===== config.mk =====
export PLATFORM = sky130hd
export DESIGN_NAME = nand_reg_bridge
export DESIGN_NICKNAME = d
export VERILOG_FILES = /design/src/rtl/nrb_pkg.sv /design/src/rtl/nrb_sync.sv /design/src/rtl/nrb_decode.sv /design/src/rtl/nrb_strobe.sv /design/src/rtl/nand_reg_bridge.sv
export SDC_FILE = /design/constraint.sdc
export NUM_CORES = 1
export LEC_CHECK = 0
export BUFFER_PORTS_ARGS = -buffer_cell sky130_fd_sc_hd__buf_2
export CELL_PAD_IN_SITES_DETAIL_PLACEMENT = 1
export CELL_PAD_IN_SITES_GLOBAL_PLACEMENT = 1
export CORE_ASPECT_RATIO = 0.6
export CORE_UTILIZATION = 26
export CTS_BUF_LIST = sky130_fd_sc_hd__clkbuf_4 sky130_fd_sc_hd__clkbuf_8 sky130_fd_sc_hd__clkbuf_16
export CTS_CLUSTER_DIAMETER = 200
export CTS_CLUSTER_SIZE = 14
export DETAILED_ROUTE_END_ITERATION = 10
export PLACE_DENSITY_LB_ADDON = 0.05
export SLEW_MARGIN = 20
export SYNTH_ARGS = -nofsm -noshare
export SYNTH_HDL_FRONTEND = slang
export SYNTH_SLANG_ARGS = --single-unit

===== constraint.sdc =====
create_clock -name clk -period 1.5 [get_ports clk]
set_input_delay 0.075 -clock clk [delete_from_list [all_inputs] [get_ports clk]]
set_output_delay 0.075 -clock clk [all_outputs]
set_load 0.03 [all_outputs]

===== src/rtl/nrb_pkg.sv =====
package nrb_pkg;
   // register field positions decoded by host software
   localparam int CE_BIT   = 31;
   localparam int OP_HI    = 30;
   localparam int OP_LO    = 28;
   localparam int BYTE_LO  = 16;
   localparam int BYTE_W   = 8;
   localparam int BUSY_BIT = 15;

   typedef enum logic [1:0] {K_CMD = 2'd0, K_ADDR = 2'd1, K_READ = 2'd2, K_DATA = 2'd3} cyc_kind_t;
   typedef enum logic [1:0] {PH_IDLE, PH_SETUP, PH_LOW, PH_HOLD} phase_t;
endpackage


===== src/rtl/nrb_sync.sv =====
module nrb_sync #(
   parameter int STAGES  = 2,
   parameter bit RST_VAL = 1'b1
) (
   input  logic clk,
   input  logic rst_n,
   input  logic d,
   output logic q
);
   if (STAGES < 2) begin : g_bad_stages
      $error("nrb_sync: STAGES must be at least 2");
   end

   logic [STAGES-1:0] chain;

   always_ff @(posedge clk or negedge rst_n) begin
      if (!rst_n) chain <= {STAGES{RST_VAL}};
      else        chain <= {chain[STAGES-2:0], d};
   end

   assign q = chain[STAGES-1];
endmodule


===== src/rtl/nrb_decode.sv =====
module nrb_decode
   import nrb_pkg::*;
(
   input  logic              clk,
   input  logic              rst_n,
   input  logic              host_wr,
   input  logic [31:0]       host_wdata,
   input  logic              host_rd,
   input  logic              cyc_busy,
   output logic              start,
   output cyc_kind_t         kind,
   output logic [BYTE_W-1:0] wbyte,
   output logic              ce_q
);
   logic [2:0] op;
   logic       op_ok;
   logic       armed;

   assign op    = host_wdata[OP_HI:OP_LO];
   assign op_ok = host_wr && !op[2];
   assign wbyte = host_wdata[BYTE_LO +: BYTE_W];

   always_comb begin
      start = 1'b0;
      kind  = K_CMD;
      if (!cyc_busy) begin
         if (op_ok) begin
            start = 1'b1;
            kind  = cyc_kind_t'(op[1:0]);
         end else if (host_rd && !host_wr && armed) begin
            start = 1'b1;
            kind  = K_READ;
         end
      end
   end

   always_ff @(posedge clk or negedge rst_n) begin
      if (!rst_n) begin
         ce_q  <= 1'b0;
         armed <= 1'b0;
      end else if (!cyc_busy && op_ok) begin
         ce_q  <= host_wdata[CE_BIT];
         armed <= (op[1:0] == 2'd2);
      end
   end

   // a reserved code never starts a cycle on its own
   assert_reserved_quiet_R10: assert property (@(posedge clk) disable iff (!rst_n)
      (host_wr && op[2] && !host_rd) |-> !start);
endmodule


===== src/rtl/nrb_strobe.sv =====
module nrb_strobe
   import nrb_pkg::*;
#(
   parameter int PULSE_CYC = 2
) (
   input  logic              clk,
   input  logic              rst_n,
   input  logic              start,
   input  cyc_kind_t         kind,
   input  logic [BYTE_W-1:0] wbyte,
   input  logic [BYTE_W-1:0] dq_i,
   output logic              we_n,
   output logic              re_n,
   output logic              cle,
   output logic              ale,
   output logic [BYTE_W-1:0] dq_o,
   output logic              dq_oe,
   output logic [BYTE_W-1:0] cap,
   output logic              busy
);
   localparam int CW = (PULSE_CYC > 1) ? $clog2(PULSE_CYC) : 1;

   if (PULSE_CYC < 1) begin : g_bad_pulse
      $error("nrb_strobe: PULSE_CYC must be at least 1");
   end

   phase_t            phase;
   cyc_kind_t         kind_q;
   logic [BYTE_W-1:0] byte_q;
   logic              cnt_last;
   logic              active;
   logic              wr_kind;

   if (PULSE_CYC == 1) begin : g_nocnt
      assign cnt_last = 1'b1;
   end else begin : g_cnt
      logic [CW-1:0] cnt;
      always_ff @(posedge clk or negedge rst_n) begin
         if (!rst_n)                           cnt <= '0;
         else if (phase == PH_IDLE || cnt_last) cnt <= '0;
         else                                  cnt <= cnt + 1'b1;
      end
      assign cnt_last = (cnt == CW'(PULSE_CYC - 1));
   end

   always_ff @(posedge clk or negedge rst_n) begin
      if (!rst_n) begin
         phase  <= PH_IDLE;
         kind_q <= K_CMD;
         byte_q <= '0;
         cap    <= '0;
      end else begin
         unique case (phase)
            PH_IDLE: if (start) begin
               phase  <= PH_SETUP;
               kind_q <= kind;
               byte_q <= wbyte;
            end
            PH_SETUP: if (cnt_last) phase <= PH_LOW;
            PH_LOW: if (cnt_last) begin
               phase <= PH_HOLD;
               if (kind_q == K_READ) cap <= dq_i;
            end
            PH_HOLD: if (cnt_last) phase <= PH_IDLE;
            default: phase <= PH_IDLE;
         endcase
      end
   end

   assign active  = (phase != PH_IDLE);
   assign wr_kind = (kind_q != K_READ);
   assign we_n    = !(phase == PH_LOW && wr_kind);
   assign re_n    = !(phase == PH_LOW && !wr_kind);
   assign cle     = active && (kind_q == K_CMD);
   assign ale     = active && (kind_q == K_ADDR);
   assign dq_oe   = active && wr_kind;
   assign dq_o    = byte_q;
   assign busy    = active;

   assert_one_strobe_R7: assert property (@(posedge clk) disable iff (!rst_n)
      !(!we_n && !re_n));
   assert_latch_excl_R2: assert property (@(posedge clk) disable iff (!rst_n)
      !(cle && ale));
   assert_bus_released_R14: assert property (@(posedge clk) disable iff (!rst_n)
      !re_n |-> !dq_oe);
   assert_setup_stable_R6: assert property (@(posedge clk) disable iff (!rst_n)
      $fell(we_n) |-> ($stable(cle) && $stable(ale) && $stable(dq_o) && dq_oe));
   assert_hold_driven_R6: assert property (@(posedge clk) disable iff (!rst_n)
      $rose(we_n) |-> dq_oe);
endmodule


===== src/rtl/nand_reg_bridge.sv =====
module nand_reg_bridge
   import nrb_pkg::*;
#(
   parameter int PULSE_CYC   = 2,
   parameter int SYNC_STAGES = 2
) (
   input  logic        clk,
   input  logic        rst_n,
   input  logic        host_wr,
   input  logic [31:0] host_wdata,
   input  logic        host_rd,
   output logic [31:0] host_rdata,
   output logic        fl_ce_n,
   output logic        fl_cle,
   output logic        fl_ale,
   output logic        fl_we_n,
   output logic        fl_re_n,
   output logic [7:0]  fl_dq_o,
   output logic        fl_dq_oe,
   input  logic [7:0]  fl_dq_i,
   input  logic        fl_rb_n
);
   logic              start;
   cyc_kind_t         kind;
   logic [BYTE_W-1:0] wbyte;
   logic              ce_q;
   logic              cyc_busy;
   logic [BYTE_W-1:0] cap;
   logic              rb_sync;
   logic              unused_bits;

   assign unused_bits = ^{host_wdata[27:24], host_wdata[15:0]};

   nrb_sync #(.STAGES(SYNC_STAGES), .RST_VAL(1'b1)) u_sync (
      .clk(clk), .rst_n(rst_n), .d(fl_rb_n), .q(rb_sync));

   nrb_decode u_dec (
      .clk(clk), .rst_n(rst_n), .host_wr(host_wr), .host_wdata(host_wdata),
      .host_rd(host_rd), .cyc_busy(cyc_busy), .start(start), .kind(kind),
      .wbyte(wbyte), .ce_q(ce_q));

   nrb_strobe #(.PULSE_CYC(PULSE_CYC)) u_stb (
      .clk(clk), .rst_n(rst_n), .start(start), .kind(kind), .wbyte(wbyte),
      .dq_i(fl_dq_i), .we_n(fl_we_n), .re_n(fl_re_n), .cle(fl_cle), .ale(fl_ale),
      .dq_o(fl_dq_o), .dq_oe(fl_dq_oe), .cap(cap), .busy(cyc_busy));

   assign fl_ce_n = !ce_q;

   always_comb begin
      host_rdata                        = '0;
      host_rdata[CE_BIT]                = ce_q;
      host_rdata[BYTE_LO +: BYTE_W]     = cap;
      host_rdata[BUSY_BIT]              = cyc_busy || !rb_sync;
   end

   assert_ce_holds_R5: assert property (@(posedge clk) disable iff (!rst_n)
      !host_wr |=> $stable(fl_ce_n));
   assert_busy_ignore_R12: assert property (@(posedge clk) disable iff (!rst_n)
      (cyc_busy && host_wr) |=> $stable(fl_ce_n));
   assert_busy_strobe_R11: assert property (@(posedge clk) disable iff (!rst_n)
      (!fl_we_n || !fl_re_n) |-> host_rdata[BUSY_BIT]);
endmodule


==> impl_results.md, run 1 <==
- Die height: 55.7 um
- Worst setup SP type: register
- Clk_skew: 0.00770 ns
- Port Buffers: 48
- CP max FO: 4
- Grt ovf: 0
- Post-synthesis xor/xnor area fraction: 0%
- Post-Syn Instances: 101
- Clock transition at path regs: 0.09 ns
- Leak: 0.852 nW
- GRT Max-Usage Layer: met2
- Fin crit share: 100%
- Share of cells above drive strength 1: 59.3%
- Slew Limit Fails: 0
- Combinational family with the most area after synthesis: multiplexers
- Synth Cell Area: approximately 0.0012 sq mm
- Max-cap viol count: 0
- Grt met2 use: 18.2%
- Logic pwr share: just over 60%
- Antenna viol nets, final: 0
- Detailed Route WL: 2.84 mm
- Die Area: roughly 0.0051 sq mm
- Nets: 213
- Sequential share of the synthesized area: around half
- Area leader, netlist: dfrtp_1
- Count of different cell masters after synthesis: 25
- Placer Congestion: 0.733
- Top post-synthesis cells by count: 23 x buf_4, 23 x dfrtp_1, 17 x mux2_2
- Routed vias/inst: 3.93
- Sequential Power Share: between 20% and 30%
- Post-synthesis compound-gate area fraction: under 10%
- Total Power: about 4 mW
- Synth area leaders: dfrtp_1 46%, mux2_2 15%, buf_4 14%
- Status: complete, no violations
- # DRC: 0
- Final setup viols: 0
- First-pass GRT wire length: 4.52 mm
- GRT Overall Usage: 11.5%
- Syn-to-layout area delta: 37.0%
- Switch Pwr: 1.82 mW
- CTS max path bufs: 2
- Synth Area in Simple Gates: between 7 and 8%
- IO Pins: 91
- Synth Warn #: 0
- Later-pin clock latency in the skew report: 0.27 ns
- Worst VDD drop: 702 uV
- Worst slew pin tran: a little over 0.6 ns
- # rows: 19
- Worst rel slew slack: 59.5%
- Pint: 2.21 mW
- Initial Utilization: 27.2%
- DR pass1 iterations: 4
- WP data arrival: ~1.7 ns
- Worst Setup Path Type: reg -> reg
- Core footprint: 0.00459 sq mm
- CTS Buf Count: 3
- Avg Cell Area, Syn: 12.4 sq um
- Initial antenna violation count: 0
- Hold WC Path Type: in -> reg
- Vias: roughly 890
- Sink Count: 25
- Asr flop ratio synth: 100%
- Number of synthesized flops with an enable pin: 0
- Root Buffer: clkbuf_8
- Unrepaired setup endpoints after global routing: yes
- Flops & latches, synth: 25
- Met3 Use GR: approximately 4.4%
- Hold Vio Cnt, Final: 0
- Commonest register cell after synthesis: dfrtp_1
- HPWL Detailed: 2.15 mm
- Post-Synth Adder-Cell Area: 5.01%
- Vias in the first global route: 915
- Final min period: 1.50 ns
- Synth top area share: 46.0%
- Post-layout util: 37.3%
- Antenna cells: 0
- F_max: roughly 670 MHz
- Crit end category: register
- Chip width: around 92 um
- CTS H-tree lvls: 1
- Pwr Density: about 2400 mW/mm^2
- Largest net degree at the start of global routing: 26
- GR Util met1: about 16%
- 1st-iter DRT viols: 13
- Hold slack: between 0.03 and 0.04 ns
- Mux share of post-synthesis cell area: between 10% and 20%
- WL per Instance: 12.6 um
- TritonCTS clock tree: built
- CP required: ~1.7 ns
- Sw frac: a little under half
- Clock power share: 10.0%
## final timing paths
check | to | cells past startpoint | start | slack, ns
setup / recovery | u_stb.phase[1] | 6 | u_stb.phase[0] | 0.00006
hold / removal | u_stb.cap[0] | 2 | fl_dq_i[0] | 0.03
setup reg to reg | u_stb.phase[1] | 6 | u_stb.phase[0] | 0.00006
hold reg to reg | u_sync.chain[1] | 0 | u_sync.chain[0] | 0.36
max in group asynchronous | u_stb.dq_o[6] | 2 | rst_n | 0.76
min in group asynchronous | u_stb.phase[1] | 2 | rst_n | 0.34
## worst max-delay path, stage by stage (launching register included)
cell and delay [ns]:
dfrtp_1 0.39, inv_2 0.08, buf_6 0.12, ha_4 0.17, nor3_4 0.21, o32ai_4 0.12, mux2_4 0.31
## registers in the layout, summed over array words and instances (netlist names)
register,flops
u_dec.armed,1
u_dec.ce_q,1
u_stb.cap,8
u_stb.cnt_last,1
u_stb.dq_o,8
u_stb.kind_q,2
u_stb.phase,2
u_sync.chain,2
## placed cells by master, fill, tap and decap left out, types with 2 or more instances in the layout
master,Yosys,routed
ha_4,0,2
conb_1,1,22
ha_1,5,2
nor2_1,4,3
clkbuf_8,0,3
inv_1,5,3
buf_6,0,4
inv_2,0,2
dlygate4sd3_1,0,2
buf_2,1,43
buf_4,23,10
dfrtp_1,23,23
nand2_1,3,3
mux2_2,17,17
dfstp_2,2,2
## cell families (layout without fill, tap and decap cells)
logic type      after synthesis  in the layout
simple gates                 16             16
fa+ha+maj                     5              5
compound gates                6              6
buf+inv                      29             69
other cells                   1             22
flops                        25             25
mux                          19             19
## power by group through the flow
stage,sequential [mW],combinational [mW],clock (mW)
floorplan,1.62,1.01,0
CTS,1.19,2.21,0.435
detailed placement,1.21,2.06,0
global route,1.24,2.60,0.461
finish,1.20,2.43,0.402
global placement,1.18,2.03,0
## layout make-up
class	instances	area [sq um]
fill	543	2880
sequential	25	628
multi-input combinational	68	578
timing repair buffer	60	363
tap	63	78.8
clock buffer	3	41.3
inverter	5	18.8
clock inverter	1	5.00
## metrics by stage
stage	area, sq um	instances	setup WS (ns)	TNS [ns]
after floorplan	1340	122	-0.0450	-0.0450
after global placement	1530	216	-0.0643	-0.0643
after detailed placement	1530	216	-0.0610	-0.155
after CTS	1640	224	-0.0182	-0.0446
after global routing	1710	225	-0.0656	-0.666
final	1710	225	0.0000631	0
## routing by layer
layer	vias to the layer above	routed length, um
li1	410	-
met1	430	1330
met2	45	1270
met3	0	244
met4	0	0
met5	-	0
## repair_timing
item | 4_1_cts | 5_1_grt
resized for setup | 10 | 17
pin swaps | 2 | 4
setup buffers | 2 | 1
hold buffers | 2 | 0
endpoints found under the setup margin | 23 | 24
hold endpoints to repair | 24 | 0
Note: power is estimated with default switching activity, not from simulation.
==> run 2, diff against run 1 <==
- CORE_UTILIZATION: 26 -> 30
- SYNTH_HIERARCHICAL: unset -> 1
- clock period: 1.5 -> 1.4 ns (I/O delays scaled with it)
==> run 2 against run 1 <==
The run now ends with negative setup slack left. Worst setup slack lost 0.14 ns. Non-clock buffer count grew 3. Critical endpoint is now fl_ale. Sequential cell count is the same. Sequential share of layout area shrank 2.1 points. Combinational power grew 5%. Critical path depth is the same. Core utilization grew 6.1 points. Via count grew 1.5%. Largest cell class is now multi-input combinational cells. Global-route usage grew 1.4 points. Cell area grew 6.2%. Highest routed layer is now met4. Synthesized cell count grew 7.9%.
==> impl_results.md, run 2 <==
- Status: complete, but fails checks
- Failing checks: negative setup slack
- Asr flop ratio synth: 100% (unchanged)
- Crit end category: primary output
- Most frequent cell after synthesis: buf_4
- First-pass GRT wire length: 4.53 mm (+0.15%)
- Hold Crit Start: fl_dq_i[7]
- Count of different cell masters after synthesis: 23 (-8.0%)
- Synth Cell Area: 0.00133 sq mm (+6.5%)
- R2r worst-path depth: 7 (+1)
- Clock transition at path regs: 0.09 ns (about the same)
- Synth top area share: 43.2% (-2.8 points)
- F_max: 651 MHz
- Flops & latches, synth: 25 (unchanged)
- Antenna cells: 0 (unchanged)
- Port Buffers: 48 (unchanged)
- Worst setup SP type: register
- FF-to-FF End: u_stb/phase[1]
- Critical path, cell by cell: inv_2, ha_4, buf_6, buf_6, nor3b_4, buf_6
- Fin crit share: 110%
- Slew Limit Fails: 0 (unchanged)
- Synth Warn #: 6 (+6)
- Clk_skew: 0.00818 ns (+0.000480 ns)
- Hold path depth: 2 (unchanged)
- Pwr Density: 2330 mW/mm^2 (-0.75%)
- Hold Vio Cnt, Final: 0 (unchanged)
- Setup WS post-layout: -0.135 ns (-0.135 ns)
- Routed vias/inst: 3.96 (+0.57%)
- Hold WC Path Type: in -> reg
- Vias in the first global route: 960 (+4.9%)
- Leak: 0.890 nW (+4.5%)
- Worst Setup Path Type: reg -> out
- HPWL Detailed: 2.03 mm (-5.8%)
- Share of cells above drive strength 1: 63.5% (+4.2 points)
- Detailed Route WL: 2.72 mm (-4.3%)
- WHS Endpoint: u_stb/cap[7]
- CTS max path bufs: 2 (unchanged)
- Nets: 216 (+1.4%)
- Chip width: 88 um (-3.8%)
- Commonest register cell after synthesis: dfrtp_1
- CP peak stage delay: 0.38 ns (about the same)
- Sequential share of the synthesized area: 47.2% (-3.1 points)
- Number of synthesized flops with an enable pin: 0 (unchanged)
- Final min period: 1.54 ns
- # rows: 18 (-1)
- Top post-synthesis cells by count: 31 x buf_4, 23 x dfrtp_1, 22 x mux2_2
- CTS Buf Count: 3 (unchanged)
- Hold slack: 0.0200 ns (-0.0109 ns)
- WP data arrival: 1.47 ns (-0.19 ns)
- Unrepaired setup endpoints after global routing: yes
- 1st-iter DRT viols: 14 (+1)
- CP required: 1.33 ns (-0.33 ns)
- Die height: 53.6 um (-3.8%)
- # DRC: 0 (unchanged)
- Reg2reg start: u_stb/phase[0]
- Most common cell after layout, fill and taps aside: buf_2
- Sink Count: 25 (unchanged)
- Total Power: 4.25 mW (+5.4%)
- Later-pin clock latency in the skew report: 0.27 ns (about the same)
- Initial Utilization: 31.8% (+4.5 points)
- Commonest cells after routing, fill and taps aside: 42 x buf_2, 23 x dfrtp_1, 22 x conb_1, 20 x mux2_2, 12 x buf_4
- Area leader, netlist: dfrtp_1
- Initial antenna violation count: 0 (unchanged)
- CP max FO: 4 (unchanged)
- Most used cell, CP: buf_6
- DR pass1 iterations: 2 (-2)
- Placer Congestion: 0.676 (-7.8%)
- IO Pins: 91 (unchanged)
- Slowest CP cell: dfrtp_1
- Max-cap viol count: 0 (unchanged)
- R2R setup slack: -0.07 ns (-0.07 ns)
- Avg Cell Area, Syn: 12.2 sq um (-1.3%)
- Die Area: 0.00472 sq mm (-7.5%)
- Largest net degree at the start of global routing: 26 (unchanged)
- Worst rel slew slack: 62.9% (+3.4 points)
- Vias: 898 (+1.5%)
- Worst VDD drop: 892 uV (+27%)
- Root Buffer: clkbuf_8
- TritonCTS clock tree: built
- Final setup viols: 22 (+22)
- Synth area leaders: dfrtp_1 43%, mux2_2 19%, buf_4 17%
- WL per Instance: 12.0 um (-5.1%)
- Post-Syn Instances: 109 (+7.9%)
- Antenna viol nets, final: 0 (unchanged)
- Syn-to-layout area delta: 36.7%
- GRT Overall Usage: 12.9% (+1.4 points)
- Core footprint: 0.00419 sq mm (-8.7%)
- Worst slew pin tran: 0.556 ns (-0.0517 ns)
- Grt ovf: 0 (unchanged)
- CTS H-tree lvls: 1 (unchanged)
-- run 2: critical path, delay by kind of cell (launching register included) --
| family | cells | cell delay, ns |
|---|---|---|
| fa+ha+maj | 1 | 0.17 |
| buf+inv | 4 | 0.46 |
| flops | 1 | 0.38 |
| simple gates | 1 | 0.18 |
-- run 2: metrics by stage --
stage | setup TNS, ns | utilization, % | instances | area [sq um] | setup WS, ns
2_1_floorplan | -0.00639 | - | 130 | 1450 | -0.00639
3_3_place_gp | -0.544 | 37.7 | 214 | 1580 | -0.0533
3_5_place_dp | -0.931 | 37.7 | 214 | 1580 | -0.0918
4_1_cts | -1.38 | 42.3 | 225 | 1770 | -0.158
5_1_grt | -2.77 | 43.4 | 227 | 1820 | -0.189
6_report | -1.09 | 43.4 | 227 | 1820 | -0.135
-- run 2: worst max-delay path by stage --
stage | cells past startpoint | slack (ns) | end | startpoint
after global routing | 6 | -0.19 | fl_ale | u_stb/phase[0]
after floorplan | 7 | -0.006 | u_stb/phase[1] | u_stb/phase[1]
after CTS | 6 | -0.16 | fl_ale | u_stb/phase[0]
final | 6 | -0.14 | fl_ale | u_stb/phase[0]
after detailed placement | 6 | -0.09 | u_stb/dq_o[7] | u_stb/phase[0]
after global placement | 6 | -0.05 | u_stb/kind_q[1] | u_stb/phase[0]
-- run 2: layout make-up --
class | instances | area (sq um)
clock buffers | 3 | 41.3
clock inverters | 1 | 7.51
fillers | 487 | 2370
inverters | 4 | 17.5
multi-input cells | 71 | 642
flip-flops and latches | 25 | 628
well taps | 60 | 75.1
repair buffers | 63 | 408
-- run 2: cells by family after synthesis --
group,after synthesis,synth area share (%)
AOI/OAI and AO/OA,5,2.07
adders and majority gates,3,2.82
other,1,0.282
and+or+nand+nor,18,10.4
muxes,22,18.6
DFF,25,47.2
buffers and inverters,35,18.6
-- run 2: metal layers --
metal  share of wire, %  global-route usage, %
met5                  0                      0
met2                 44                   21.8
met3                9.0                   4.29
met4               0.59                   3.28
met1                 46                   16.2
-- run 2: timing repair --
item | 4_1_cts | 5_1_grt
resized for setup | 17 | 6
cloned | 0 | 1
setup buffers | 5 | 1
setup endpoints to repair | 28 | 28
pin swaps | 4 | 2
hold buffers | 2 | 0
endpoints found under the hold margin | 24 | 0
-- run 2: where the power goes --
group	leakage (nW)	total, mW	internal (mW)	switching [mW]
Clock	0.0217	0.440	0.202	0.238
Sequential	0.301	1.26	1.05	0.207
Combinational	0.567	2.55	1.09	1.45
Total	0.890	4.25	2.35	1.90
